**src/rtl/dir_pkg.sv**
```systemverilog
package dir_pkg;

    typedef enum logic [1:0] {
        DIR_UNC = 2'd0,
        DIR_SHR = 2'd1,
        DIR_EXC = 2'd2
    } dir_state_e;

    typedef enum logic [1:0] {
        REQ_RD = 2'd0,
        REQ_WR = 2'd1,
        REQ_WB = 2'd2
    } req_kind_e;

    typedef enum logic [1:0] {
        MSG_DATA      = 2'd0,
        MSG_INV       = 2'd1,
        MSG_FETCH     = 2'd2,
        MSG_FETCH_INV = 2'd3
    } msg_kind_e;

    typedef enum logic [2:0] {
        C_IDLE  = 3'd0,
        C_INVAL = 3'd1,
        C_FETCH = 3'd2,
        C_WAIT  = 3'd3,
        C_REPLY = 3'd4
    } ctrl_state_e;

endpackage

```
**src/rtl/dir_pick.sv**
```systemverilog
module dir_pick #(
    parameter int NODES = 4,
    localparam int IDW = $clog2(NODES)
) (
    input  logic [NODES-1:0] mask,
    output logic [IDW-1:0]   idx
);
    always_comb begin
        idx = '0;
        for (int i = NODES - 1; i >= 0; i--) begin
            if (mask[i]) idx = IDW'(i);
        end
    end
endmodule

```
**src/rtl/dir_table.sv**
```systemverilog
module dir_table
    import dir_pkg::*;
#(
    parameter int NODES  = 4,
    parameter int BLOCKS = 16,
    parameter int DATA_W = 32,
    localparam int AW = $clog2(BLOCKS)
) (
    input  logic              clk,
    input  logic              rst,
    input  logic [AW-1:0]     addr,
    output dir_state_e        rd_state,
    output logic [NODES-1:0]  rd_sharers,
    output logic [DATA_W-1:0] rd_data,
    input  logic              dir_we,
    input  dir_state_e        dir_wstate,
    input  logic [NODES-1:0]  dir_wsharers,
    input  logic              mem_we,
    input  logic [DATA_W-1:0] mem_wdata
);
    dir_state_e        st_q  [BLOCKS];
    logic [NODES-1:0]  sh_q  [BLOCKS];
    logic [DATA_W-1:0] mem_q [BLOCKS];

    assign rd_state   = st_q[addr];
    assign rd_sharers = sh_q[addr];
    assign rd_data    = mem_q[addr];

    always_ff @(posedge clk) begin
        if (rst) begin
            for (int i = 0; i < BLOCKS; i++) begin
                st_q[i]  <= DIR_UNC;
                sh_q[i]  <= '0;
                mem_q[i] <= '0;
            end
        end else begin
            if (dir_we) begin
                st_q[addr] <= dir_wstate;
                sh_q[addr] <= dir_wsharers;
            end
            if (mem_we) mem_q[addr] <= mem_wdata;
        end
    end

    for (genvar g = 0; g < BLOCKS; g++) begin : g_chk
        a_r11_excl_single: assert property (@(posedge clk) disable iff (rst)
            (st_q[g] == DIR_EXC) |-> ($countones(sh_q[g]) == 1));
        a_r11_unc_empty: assert property (@(posedge clk) disable iff (rst)
            (st_q[g] == DIR_UNC) |-> (sh_q[g] == '0));
        a_r11_shr_nonempty: assert property (@(posedge clk) disable iff (rst)
            (st_q[g] == DIR_SHR) |-> (sh_q[g] != '0));
    end
endmodule

```
**src/rtl/dir_home_ctrl.sv**
```systemverilog
module dir_home_ctrl
    import dir_pkg::*;
#(
    parameter int NODES  = 4,
    parameter int BLOCKS = 16,
    parameter int DATA_W = 32,
    localparam int IDW = $clog2(NODES),
    localparam int AW  = $clog2(BLOCKS)
) (
    input  logic              clk,
    input  logic              rst,
    input  logic              req_valid,
    output logic              req_ready,
    input  logic [1:0]        req_kind,
    input  logic [IDW-1:0]    req_src,
    input  logic [AW-1:0]     req_addr,
    input  logic [DATA_W-1:0] req_data,
    output logic              msg_valid,
    output logic [1:0]        msg_kind,
    output logic [IDW-1:0]    msg_dest,
    output logic [AW-1:0]     msg_addr,
    output logic [DATA_W-1:0] msg_data
);
    localparam logic [NODES-1:0] ONE = {{(NODES-1){1'b0}}, 1'b1};

    ctrl_state_e      state_q, state_d;
    req_kind_e        pkind_q, pkind_d;
    logic [IDW-1:0]   psrc_q, psrc_d;
    logic [AW-1:0]    paddr_q, paddr_d;
    logic [IDW-1:0]   owner_q, owner_d;
    logic [NODES-1:0] inv_q, inv_d;

    logic [AW-1:0]     tbl_addr;
    dir_state_e        rd_state;
    logic [NODES-1:0]  rd_sharers;
    logic [DATA_W-1:0] rd_data;
    logic              dir_we, mem_we;
    dir_state_e        dir_wstate;
    logic [NODES-1:0]  dir_wsharers;
    logic [DATA_W-1:0] mem_wdata;

    logic [IDW-1:0]   own_idx, inv_idx;
    logic [NODES-1:0] others;
    logic [NODES-1:0] inv_left;
    req_kind_e        in_kind;
    logic             wb_match;

    assign in_kind  = req_kind_e'(req_kind);
    assign tbl_addr = (state_q == C_IDLE) ? req_addr : paddr_q;
    assign others   = rd_sharers & ~(ONE << req_src);
    assign inv_left = inv_q & ~(ONE << inv_idx);
    assign wb_match = req_valid && (in_kind == REQ_WB)
                   && (req_src == owner_q) && (req_addr == paddr_q);
    assign msg_addr = paddr_q;

    dir_table #(.NODES(NODES), .BLOCKS(BLOCKS), .DATA_W(DATA_W)) u_table (
        .clk(clk), .rst(rst), .addr(tbl_addr),
        .rd_state(rd_state), .rd_sharers(rd_sharers), .rd_data(rd_data),
        .dir_we(dir_we), .dir_wstate(dir_wstate), .dir_wsharers(dir_wsharers),
        .mem_we(mem_we), .mem_wdata(mem_wdata)
    );

    dir_pick #(.NODES(NODES)) u_owner (.mask(rd_sharers), .idx(own_idx));
    dir_pick #(.NODES(NODES)) u_inv   (.mask(inv_q),      .idx(inv_idx));

    always_comb begin
        state_d      = state_q;
        pkind_d      = pkind_q;
        psrc_d       = psrc_q;
        paddr_d      = paddr_q;
        owner_d      = owner_q;
        inv_d        = inv_q;
        req_ready    = 1'b0;
        dir_we       = 1'b0;
        dir_wstate   = DIR_UNC;
        dir_wsharers = '0;
        mem_we       = 1'b0;
        mem_wdata    = req_data;
        msg_valid    = 1'b0;
        msg_kind     = MSG_DATA;
        msg_dest     = psrc_q;
        msg_data     = '0;
        unique case (state_q)
            C_IDLE: begin
                req_ready = 1'b1;
                if (req_valid) begin
                    pkind_d = in_kind;
                    psrc_d  = req_src;
                    paddr_d = req_addr;
                    owner_d = own_idx;
                    case (in_kind)
                        REQ_RD: state_d = (rd_state == DIR_EXC) ? C_FETCH : C_REPLY;
                        REQ_WR: begin
                            if (rd_state == DIR_EXC) begin
                                state_d = C_FETCH;
                            end else if (rd_state == DIR_SHR && others != '0) begin
                                inv_d   = others;
                                state_d = C_INVAL;
                            end else begin
                                state_d = C_REPLY;
                            end
                        end
                        REQ_WB: begin
                            if (rd_state == DIR_EXC && rd_sharers[req_src]) begin
                                mem_we = 1'b1;
                                dir_we = 1'b1;
                            end
                        end
                        default: ;
                    endcase
                end
            end
            C_INVAL: begin
                msg_valid = 1'b1;
                msg_kind  = MSG_INV;
                msg_dest  = inv_idx;
                inv_d     = inv_left;
                if (inv_left == '0) state_d = C_REPLY;
            end
            C_FETCH: begin
                msg_valid = 1'b1;
                msg_kind  = (pkind_q == REQ_RD) ? MSG_FETCH : MSG_FETCH_INV;
                msg_dest  = owner_q;
                state_d   = C_WAIT;
            end
            C_WAIT: begin
                req_ready = wb_match;
                if (wb_match) begin
                    mem_we  = 1'b1;
                    state_d = C_REPLY;
                end
            end
            C_REPLY: begin
                msg_valid = 1'b1;
                msg_kind  = MSG_DATA;
                msg_dest  = psrc_q;
                msg_data  = rd_data;
                dir_we    = 1'b1;
                if (pkind_q == REQ_RD) begin
                    dir_wstate   = DIR_SHR;
                    dir_wsharers = rd_sharers | (ONE << psrc_q);
                end else begin
                    dir_wstate   = DIR_EXC;
                    dir_wsharers = ONE << psrc_q;
                end
                state_d = C_IDLE;
            end
            default: state_d = C_IDLE;
        endcase
    end

    always_ff @(posedge clk) begin
        if (rst) begin
            state_q <= C_IDLE;
            pkind_q <= REQ_RD;
            psrc_q  <= '0;
            paddr_q <= '0;
            owner_q <= '0;
            inv_q   <= '0;
        end else begin
            state_q <= state_d;
            pkind_q <= pkind_d;
            psrc_q  <= psrc_d;
            paddr_q <= paddr_d;
            owner_q <= owner_d;
            inv_q   <= inv_d;
        end
    end

    a_r2_direct_reply: assert property (@(posedge clk) disable iff (rst)
        (state_q == C_IDLE && req_valid && in_kind == REQ_RD && rd_state == DIR_UNC)
        |=> (msg_valid && msg_kind == MSG_DATA && msg_dest == $past(req_src)));

    a_r4_inv_not_requester: assert property (@(posedge clk) disable iff (rst)
        (msg_valid && msg_kind == MSG_INV) |-> (msg_dest != psrc_q));

    a_r4_inv_ascending: assert property (@(posedge clk) disable iff (rst)
        (msg_valid && msg_kind == MSG_INV && $past(msg_valid && msg_kind == MSG_INV))
        |-> (msg_dest > $past(msg_dest)));

    a_r6_wb_then_reply: assert property (@(posedge clk) disable iff (rst)
        (state_q == C_WAIT && req_valid && req_ready)
        |=> (msg_valid && msg_kind == MSG_DATA && msg_data == $past(req_data)));

    a_r8_wb_silent: assert property (@(posedge clk) disable iff (rst)
        (state_q == C_IDLE && req_valid && in_kind == REQ_WB) |=> !msg_valid);

    a_r10_busy_blocks: assert property (@(posedge clk) disable iff (rst)
        (state_q inside {C_INVAL, C_FETCH, C_REPLY}) |-> !req_ready);
endmodule

```
**config.mk**
```make
export PLATFORM = sky130hd
export DESIGN_NAME = dir_home_ctrl
export DESIGN_NICKNAME = d
export VERILOG_FILES = /design/src/rtl/dir_pkg.sv /design/src/rtl/dir_pick.sv /design/src/rtl/dir_table.sv /design/src/rtl/dir_home_ctrl.sv
export SDC_FILE = /design/constraint.sdc
export NUM_CORES = 1
export LEC_CHECK = 0
export ABC_AREA = 1
export BUFFER_PORTS_ARGS = -buffer_cell sky130_fd_sc_hd__buf_4
export CAP_MARGIN = 20
export CORE_ASPECT_RATIO = 0.5
export CORE_MARGIN = 3
export CORE_UTILIZATION = 50
export CTS_BUF_LIST = sky130_fd_sc_hd__clkbuf_4 sky130_fd_sc_hd__clkbuf_8 sky130_fd_sc_hd__clkbuf_16
export CTS_CLUSTER_DIAMETER = 150
export DETAILED_ROUTE_END_ITERATION = 8
export PLACE_DENSITY_LB_ADDON = 0.25
export REMOVE_ABC_BUFFERS = 1
export SLEW_MARGIN = 40
export SYNTH_ARGS = -nofsm -noshare
export SYNTH_HDL_FRONTEND = slang
export SYNTH_SLANG_ARGS = --single-unit
export TNS_END_PERCENT = 1
```
**constraint.sdc**
```tcl
create_clock -name clk -period 3.9 [get_ports clk]
set_clock_uncertainty 0.15 [all_clocks]
set_input_delay 0.39 -clock clk [delete_from_list [all_inputs] [get_ports clk]]
set_output_delay 0.39 -clock clk [all_outputs]
set_load 0.01 [all_outputs]
```
* After elaboration in Yosys (flattened, before gate mapping)
Memories as Yosys holds them, arrays and structs flattened.
Index checks and enable logic that the tools add are counted.
Widths: inputs -> output; s select.
** Word-level totals
- Memories kept :: 3
- Register bits after elaboration :: 17
- Memory bits (read-only) :: 0
- Output and inout bits :: 42
- Bits in writable memories :: 608
- Bits in latches :: 0
** Memories
- u_table.mem_q :: words 16, bits a word 32, rd ports 1, clocked after Yosys merged registers in 0, wr ports 16, line dir_table.sv:23 : logic [DATA_W-1:0] mem_q [BLOCKS];
- u_table.sh_q :: words 16, bits a word 4, rd ports 1, clocked after Yosys merged registers in 0, wr ports 16, line dir_table.sv:22 : logic [NODES-1:0] sh_q [BLOCKS];
- u_table.st_q :: words 16, bits a word 2, rd ports 1, clocked after Yosys merged registers in 0, wr ports 16, line dir_table.sv:21 : dir_state_e st_q [BLOCKS];
** Cells by class
- Reduce and logical (&&, ||, !) cells :: 18
- Div/mod/pow operators :: 0
- Shift-type cells :: 3
- Add/sub/neg operators :: 0
- Multipliers :: 0
- $lt $le $gt $ge :: 1
- Eq/ne operators :: 17
- Muxes and demuxes :: 57
- Bitwise logic cells :: 5
** Operators by type and width (number)
- $mux 32 :: 2
- $mux 4 :: 11
- $reduce_or 32->1 :: 1
- $mux 2 :: 11
- $mux 1 :: 18
- $mux 3 :: 6
- $pmux 3 s4 :: 1
- $shl 1x2->4 const A :: 3
- $and 4x4->4 :: 2
- $ne 2x2->1 const B :: 4
- $not 4->4 :: 2
- $pmux 2 s2 :: 2
- $pmux 4 s2 :: 1
- $eq 3x2->1 const B :: 2
- $pmux 1 s2 :: 3
- $pmux 3 s2 :: 1
- $logic_and 1x1->1 :: 5
- $reduce_and 5->1 :: 1
- $eq 2x1->1 const B :: 2
- $eq 2x2->1 const B :: 2
- $eq 4x4->1 :: 1
- $logic_not 2->1 :: 2
- $logic_not 4->1 :: 1
- $ne 2x1->1 const B :: 2
- other kinds (15) :: 15

* Longest topological paths before layout
Gate-level depths: netlist (run 1).
An unclocked memory read counts as a cell.
- Depth after elaboration :: 15
- Depth in mapped cells :: 21
- Gate-level depth less buffers :: 18

* Hierarchy
Synthesis (run 1) repeated with hierarchy kept, for this count alone.
** Second synthesis, totals
- Cell total of the unflattened synthesis :: 3526
- Area total of the unflattened synthesis :: 29884.9 µm²
** Modules (own cells, without submodules)
- dir_table :: area an instance 28350.9 µm², seq. area each 18257.5 µm², times used 1, cells each 3254
- dir_home_ctrl :: area an instance 1466.4 µm², seq. area each 340.3 µm², times used 1, cells each 260
- dir_pick :: area an instance 33.8 µm², seq. area each 0.0 µm², times used 2, cells each 6

* Worst setup path before layout (run 1)
Ideal clock, no wire load.
- Kind :: register -> register
- Start point :: reg state_q[2]
- End point :: mem u_table.mem_q[11][0], enable pin
- Required time :: 3.361 ns
- Library setup time :: 0.389 ns
- Path slack :: 0.322 ns
- Period minus slack after synthesis :: 3.578 ns
- Arrival time :: 3.038 ns
- Cell stages (with the launch flop) :: 20
- Path buffers :: 4
- Cell sequence :: dfxtp_1 nor2_4 nand2_2 buf_6 o21ai_4 inv_2 buf_4 nand2_1 nand2_1 nand2_1 nand2_1 nor2_2 nor2_1 nor3_1 nand2_1 nand2_4 buf_12 nand3_4 buf_2 nand2_1
** RTL lines
- start, declared :: line dir_home_ctrl.sv:26 : ctrl_state_e state_q, state_d;
- start signal, assigned :: line dir_home_ctrl.sv:161 : state_q <= state_d;
- end, declared :: line dir_table.sv:23

* Worst setup path after layout (run 1)
- Start point :: reg state_q[0]
- End point :: out msg_data[16]
** Between the ends
- Word-level cells in the longest chain between the ends :: 4
- Elaborated cells between the ends (all ways) :: 5
** Ends and longest elaborated chain
- $logic_not 3->1 :: line dir_home_ctrl.sv:49 : assign tbl_addr = (state_q == C_IDLE) ? req_addr : paddr_q;
- $mux 4 :: line dir_home_ctrl.sv:49
- $mem_v2 16x32
- $mux 32 * :: line dir_home_ctrl.sv:83 : unique case (state_q)
- end, declared :: line dir_home_ctrl.sv:22 : output logic [DATA_W-1:0] msg_data
Mark *: on every way between the ends. The rest lies on a longest branch, timed or not.

==> results of run 1 <==
==> cell usage in the layout (no fill, tap or decap), types with 29 or more instances in the layout <==
cell,Yosys,layout
nand3_1,69,62
buf_4,9,170
nor2_1,648,642
o21ai_1,5,29
o21ai_0,105,79
nand2_1,271,255
o22ai_1,172,172
o22a_1,38,38
edfxtp_1,608,608
nor2_2,40,40
clkbuf_16,0,58
inv_1,143,138
o221ai_1,39,38
==> final timing paths <==
| path | cells after the start | endpoint | slack, ns | start |
|---|---|---|---|---|
| worst max register to register | 19 | u_table.sh_q[14][2] | 0.20 | state_q[0] |
| worst min-delay path | 5 | state_q[0] | 0.08 | req_kind[0] |
| worst min register to register | 2 | pkind_q[1] | 0.32 | pkind_q[1] |
| worst max-delay path | 16 | msg_data[16] | 0.05 | state_q[0] |
==> routing by layer <==
| layer | global-route usage, % | up-vias |
|---|---|---|
| li1 | - | 8844 |
| met3 | 5.337 | 143 |
| met4 | 8.378 | 0 |
| met5 | 0 | - |
| met1 | 37.97 | 9672 |
| met2 | 42.10 | 1122 |
==> cell families after synthesis <==
logic type / after synthesis
buffers and inverters: 333
AOI/OAI and AO/OA: 428
DFF: 625
xor gates and xnor gates: 4
and+or+nand+nor: 1074
==> power by group through the flow <==
stage,registers [µW],logic (µW),clock network [µW]
4_1_cts,7770,9590,5650
5_1_grt,7800,10800,5920
2_1_floorplan,7890,4910,0
3_3_place_gp,7910,8380,0
3_5_place_dp,7920,8400,0
6_report,7780,10200,5650
==> state kept, by name (all words and copies together), names as in the netlist <==
name,count
pkind_q,2
u_table.st_q,32
state_q,3
u_table.sh_q,64
msg_addr,4
u_table.mem_q,512
psrc_q,2
owner_q,2
inv_q,4
==> area by class of cell <==
type                            instances  area (µm²)  share of cell area, %
Inverter                              146       600.6                  1.885
Clock inverter                         31       372.9                  1.170
Timing Repair Buffer                  223        2323                  7.291
Timing Repair inverter                  2       15.01                0.04712
Tap cell                              701       877.1                  2.752
Multi-Input combinational cell       1506        7614                  23.89
Clock buffer                           67        1466                  4.602
Sequential cell                       625       18600                  58.36
==> tightest hold or removal path: stages <==
cell and delay, ns:
buf_4 0.12, nand2_1 0.10, nor2_1 0.06, nand2_1 0.06
a21oi_1 0.06
==> metrics by stage <==
stage          setup TNS (ns)  power (µW)  area (µm²)  utilization (%)
6_report                    0       23610       31870            60.04
3_3_place_gp                0       16290       29130            54.88
5_1_grt               -0.3821       24560       31870            60.04
3_5_place_dp                0       16320       29130            54.88
2_1_floorplan        -1250.05       12800       26470                -
4_1_cts              -0.01298       23020       31630            59.60
==> repair_timing <==
item	in CTS	in global routing
pin swaps	3	7
endpoints found under the setup margin	32	35
cloned	10	4
resized for setup	54	54
buffers inserted	6	2
hold buffers	12	0
endpoints found under the hold margin	11	0
==> metrics.txt, run 1 <==
clock power share=23.9%; met3 routed WL=8594 µm; total CTS buffers=55; first-pass GRT wire length=116,200 µm; CP most frequent cell=buf_4; clock tree buffer depth=3; Slew Limit Fails=0; Place WS=0.1411 ns; fmax=0.2600 GHz; Final Non-Filler Cells=3,301; Internal=14,540 µW; largest family of logic cells by synthesized area=simple AND/OR/NAND/NOR gates; area delta synth->final=16.25%; pwr dens=740.9 nW/µm²; met2 WL post-DR=35,940 µm; mean number of vias per cell=5.992; FF+latch count, synth=625; Tcrit/Tclk final=98.62%; HP Class=input pin to flop; commonest cells in the netlist=nor2_1, edfxtp_1, nand2_1; Synth Area in Adders=0%; Net Sw Power=9072 µW; CTS HTree Levels=2; largest net degree at the start of global routing=40; post-layout minimum cycle time=3.846 ns; Least-Margin Pin Slew=0.7814 ns; most area-hungry cell type in the Yosys netlist=edfxtp_1; CP Buf/Inv Count=7; final setup margin=0.05396 ns; Post-synth EDFFs=608; Clock Latency Late Sink=0.61 ns; WL met1=31,850 µm; max_slew headroom=47.85%; Post-DP HPWL=44,720 µm; Die Y=171.6 µm; Final setup viols=0; routability cong.=0.9401; area fraction in compound gates after synthesis=10.20%; status=complete, no violations; Die Area=57,840 µm²; core footprint=53,080 µm²; critical path arrival=3.31 ns; Comb pwr share=43.1%; vias in the first global route=19.40k; TritonCTS clock tree=built; Hold WS=0.08431 ns; Worst path max stage delay=0.35 ns; Synth top area share=66.60%; syn avg cell area=11.13 µm²; most numerous cell in the Yosys netlist=nor2_1; synthesized area=27,410 µm²; RSZ-0062 raised after global routing=yes; Inserted Diodes=0; Worst Path Required=3.36 ns; CP endpoint kind=output port; Filler cells=4,211; Highest Signal Layer=met4; total gr overflow=0; Clock Pin Slew Worst Setup and Hold Paths=0.07 ns; Crit path max-delay family=buffers and inverters; startpoint types=flop; Initial Util=51.65%; sw frac=38.43%; Row Count=59; # port buffers=84; Distinct cells, synth=43; share of layout cells above drive strength 1=16.65%; VDD IR max=0.4066 mV; simple-gate portion of the synthesized area=16.37%; CTS sink cnt=625; Ys Warns=0; die width=337.1 µm; WL per Instance=23.72 µm; post-synthesis mux area share=0%; drt total wl=78,290 µm; DRT iter0 DRCs=2,893; top_reg_cell synth=edfxtp_1; # IOs=85; Layout Nets=2,602; initial antenna violation count=0; Async SR Flop Fraction=0%; post-synthesis instance total=2,464; CP Cell Sequence=nor2_4 -> nand2_2 -> buf_4 -> nand2_1 -> o21ai_4 -> buf_12 -> inv_8 -> nor2_1 -> buf_4 -> inv_12 -> buf_16 -> o22ai_1 -> o21ai_1 -> nand3_1 -> a221oi_2 -> buf_4; XOR/XNOR Fraction of Synth Area=0.1278%; crit path max-delay cell type=dfxtp_1; sequential fraction of the synthesis area=67.84%; DRC Markers=0; Max-Cap Viols=0; Flop pwr share=32.9%; P_leak=0.01230 µW; Tot GR Track Use=26.77%; drt pass-1 iters=6; ANT nets after route=0; top cells by area, synth=edfxtp_1, nor2_1, o22ai_1; CP Class=flop to output port; Cell Count Post-Placement=3,169; Final Hold Fails=0; Root Driver=clkbuf_16; Vias=19.78k; CP max FO=20
Power figures use the tool's default switching activity.
==> inputs of run 2 (changes only) <==
- PLACE_DENSITY: unset -> 0.66
- PLACE_DENSITY_LB_ADDON: 0.25 -> unset
==> metrics.txt, run 2 (synthesized netlist as in run 1, its figures left out) <==
CTS HTree Levels=2; CP endpoint kind=output port; core footprint=53,080 µm²; first-pass GRT wire length=116,100 µm; area delta synth->final=14.97%; routability cong.=0.9166; Die Area=57,840 µm²; highest-count cells in the layout ignoring fill and taps=nor2_1, edfxtp_1, nand2_1; P_leak=0.01213 µW; Tot GR Track Use=26.60%; status=complete, no violations; critical path arrival=3.29 ns; CP startpoint=state_q[2]; DRC Markers=0; worst hold start=req_data[23]; Final setup viols=0; max reg flops=512; HP Class=input pin to flop; WL per Instance=23.70 µm; VDD IR max=0.3592 mV; Die Y=171.6 µm; worst reg2reg setup slack=0.18 ns; CP Class=flop to output port; worst r2r dst=u_table.mem_q[9][30]; Top Registers=u_table.mem_q (512), u_table.sh_q (64), u_table.st_q (32); Vias=19.81k; max_slew headroom=45.01%; Hold WS=0.1800 ns; # IOs=85; largest net degree at the start of global routing=58; R2R depth=16; initial antenna violation count=1; Post-DP HPWL=44,060 µm; Top reg by flops=u_table.mem_q; Least-Margin Pin Slew=0.8249 ns; Final Non-Filler Cells=3,281; share of layout cells above drive strength 1=15.70%; Clock Latency Late Sink=0.60 ns; Tcrit/Tclk final=98.33%; total CTS buffers=53; Initial Util=51.65%; CP max FO=32; Inserted Diodes=0; Cell Count Post-Placement=3,164; worst flop-to-flop path startpoint=state_q[2]; total gr overflow=0; pwr dens=709.0 nW/µm²; ANT nets after route=0; Row Count=59; Clock Pin Slew Worst Setup and Hold Paths=0.07 ns; die width=337.1 µm; Max-Cap Viols=0; DRT iter0 DRCs=2,460; Slew Limit Fails=0; Worst Path Required=3.36 ns; # port buffers=84; mean number of vias per cell=6.038; vias in the first global route=19.16k; drt pass-1 iters=8; TritonCTS clock tree=built; Final Hold Fails=0; Hold Path End=u_table.mem_q[13][23]; Hold Path Cell Cnt=3; CTS sink cnt=625; most common cell after layout, fill and taps aside=nor2_1; Layout Nets=2,584; drt total wl=77,770 µm; RSZ-0062 raised after global routing=yes; Root Driver=clkbuf_16; clock tree buffer depth=3; startpoint types=flop; fmax=0.2608 GHz; post-layout minimum cycle time=3.835 ns
[run 2: cell types whose count changed in the layout (fill, tap and decap cells not counted), sizes merged]
cell / before / now
buf: 207 / 193
bufinv: 7 / 3
clkbuf: 70 / 74
clkinv: 25 / 21
inv: 146 / 144
[run 2: what timing repair did]
action                                  4_1_cts  5_1_grt
pin swaps                                     2        3
cloned                                        5        3
endpoints found under the hold margin        11        0
gates resized for setup                      33       41
setup buffers                                 1        2
endpoints found under the setup margin       32       32
hold buffers                                 12        0
[run 2: worst max path at each step]
| stage | cells past startpoint | to | slack [ns] |
|---|---|---|---|
| 2_1_floorplan | 8 | u_table.mem_q[4][0] | -1.95 |
| 3_3_place_gp | 20 | u_table.mem_q[11][15] | 0.24 |
| 3_5_place_dp | 16 | u_table.mem_q[0][18] | 0.18 |
| 4_1_cts | 13 | msg_data[4] | -0.06 |
| 5_1_grt | 12 | msg_data[3] | -0.04 |
| 6_report | 11 | msg_data[30] | 0.07 |
[run 2: worst max-delay path: stages (launching register included)]
cell and delay [ns]:
dfxtp_1 0.34, nor2_4 0.20, nand2_4 0.14, o21ai_4 0.35
inv_2 0.18, nor2_4 0.28, buf_6 0.45, inv_1 0.21
a21oi_1 0.17, nor3_1 0.09, nor2_1 0.10, buf_4 0.13
[run 2: metal layers]
metal,wire length (µm),vias to the layer above,global-route usage (%)
met1,32310,9815,38.28
met3,8011,122,4.470
met5,13,-,0
met2,35770,1050,42.66
li1,-,8822,-
met4,1654,2,6.573
[run 2: final cells by class]
| cell class | count | area [µm²] |
|---|---|---|
| timing repair inverter | 2 | 10.01 |
| clock buffer | 73 | 1500 |
| fill | 4266 | 21560 |
| timing repair buffer | 207 | 2210 |
| tap | 701 | 877.1 |
| multi-input combinational | 1506 | 7575 |
| sequential | 625 | 18600 |
| inverter | 146 | 593.1 |
| clock inverter | 21 | 153.9 |
[run 2: per-stage QoR]
stage          power, µW  utilization (%)  TNS (ns)  setup slack [ns]  area [µm²]
6_report           22350            59.38         0           0.06514       31520
5_1_grt            23350            59.38   -0.1506          -0.03710       31520
4_1_cts            21960            59.08   -0.1641          -0.06236       31360
3_5_place_dp       16120            55.12         0            0.1838       29260
3_3_place_gp       16100            55.12         0            0.2392       29260
2_1_floorplan      12800                -  -1250.05            -1.954       26470
[run 2: power breakdown]
part	internal (µW)	switching [µW]	leakage (µW)	total, µW
sequential	7650	126	0.00642	7770
clock	2760	2410	0.000826	5170
combinational	3270	6140	0.00488	9400
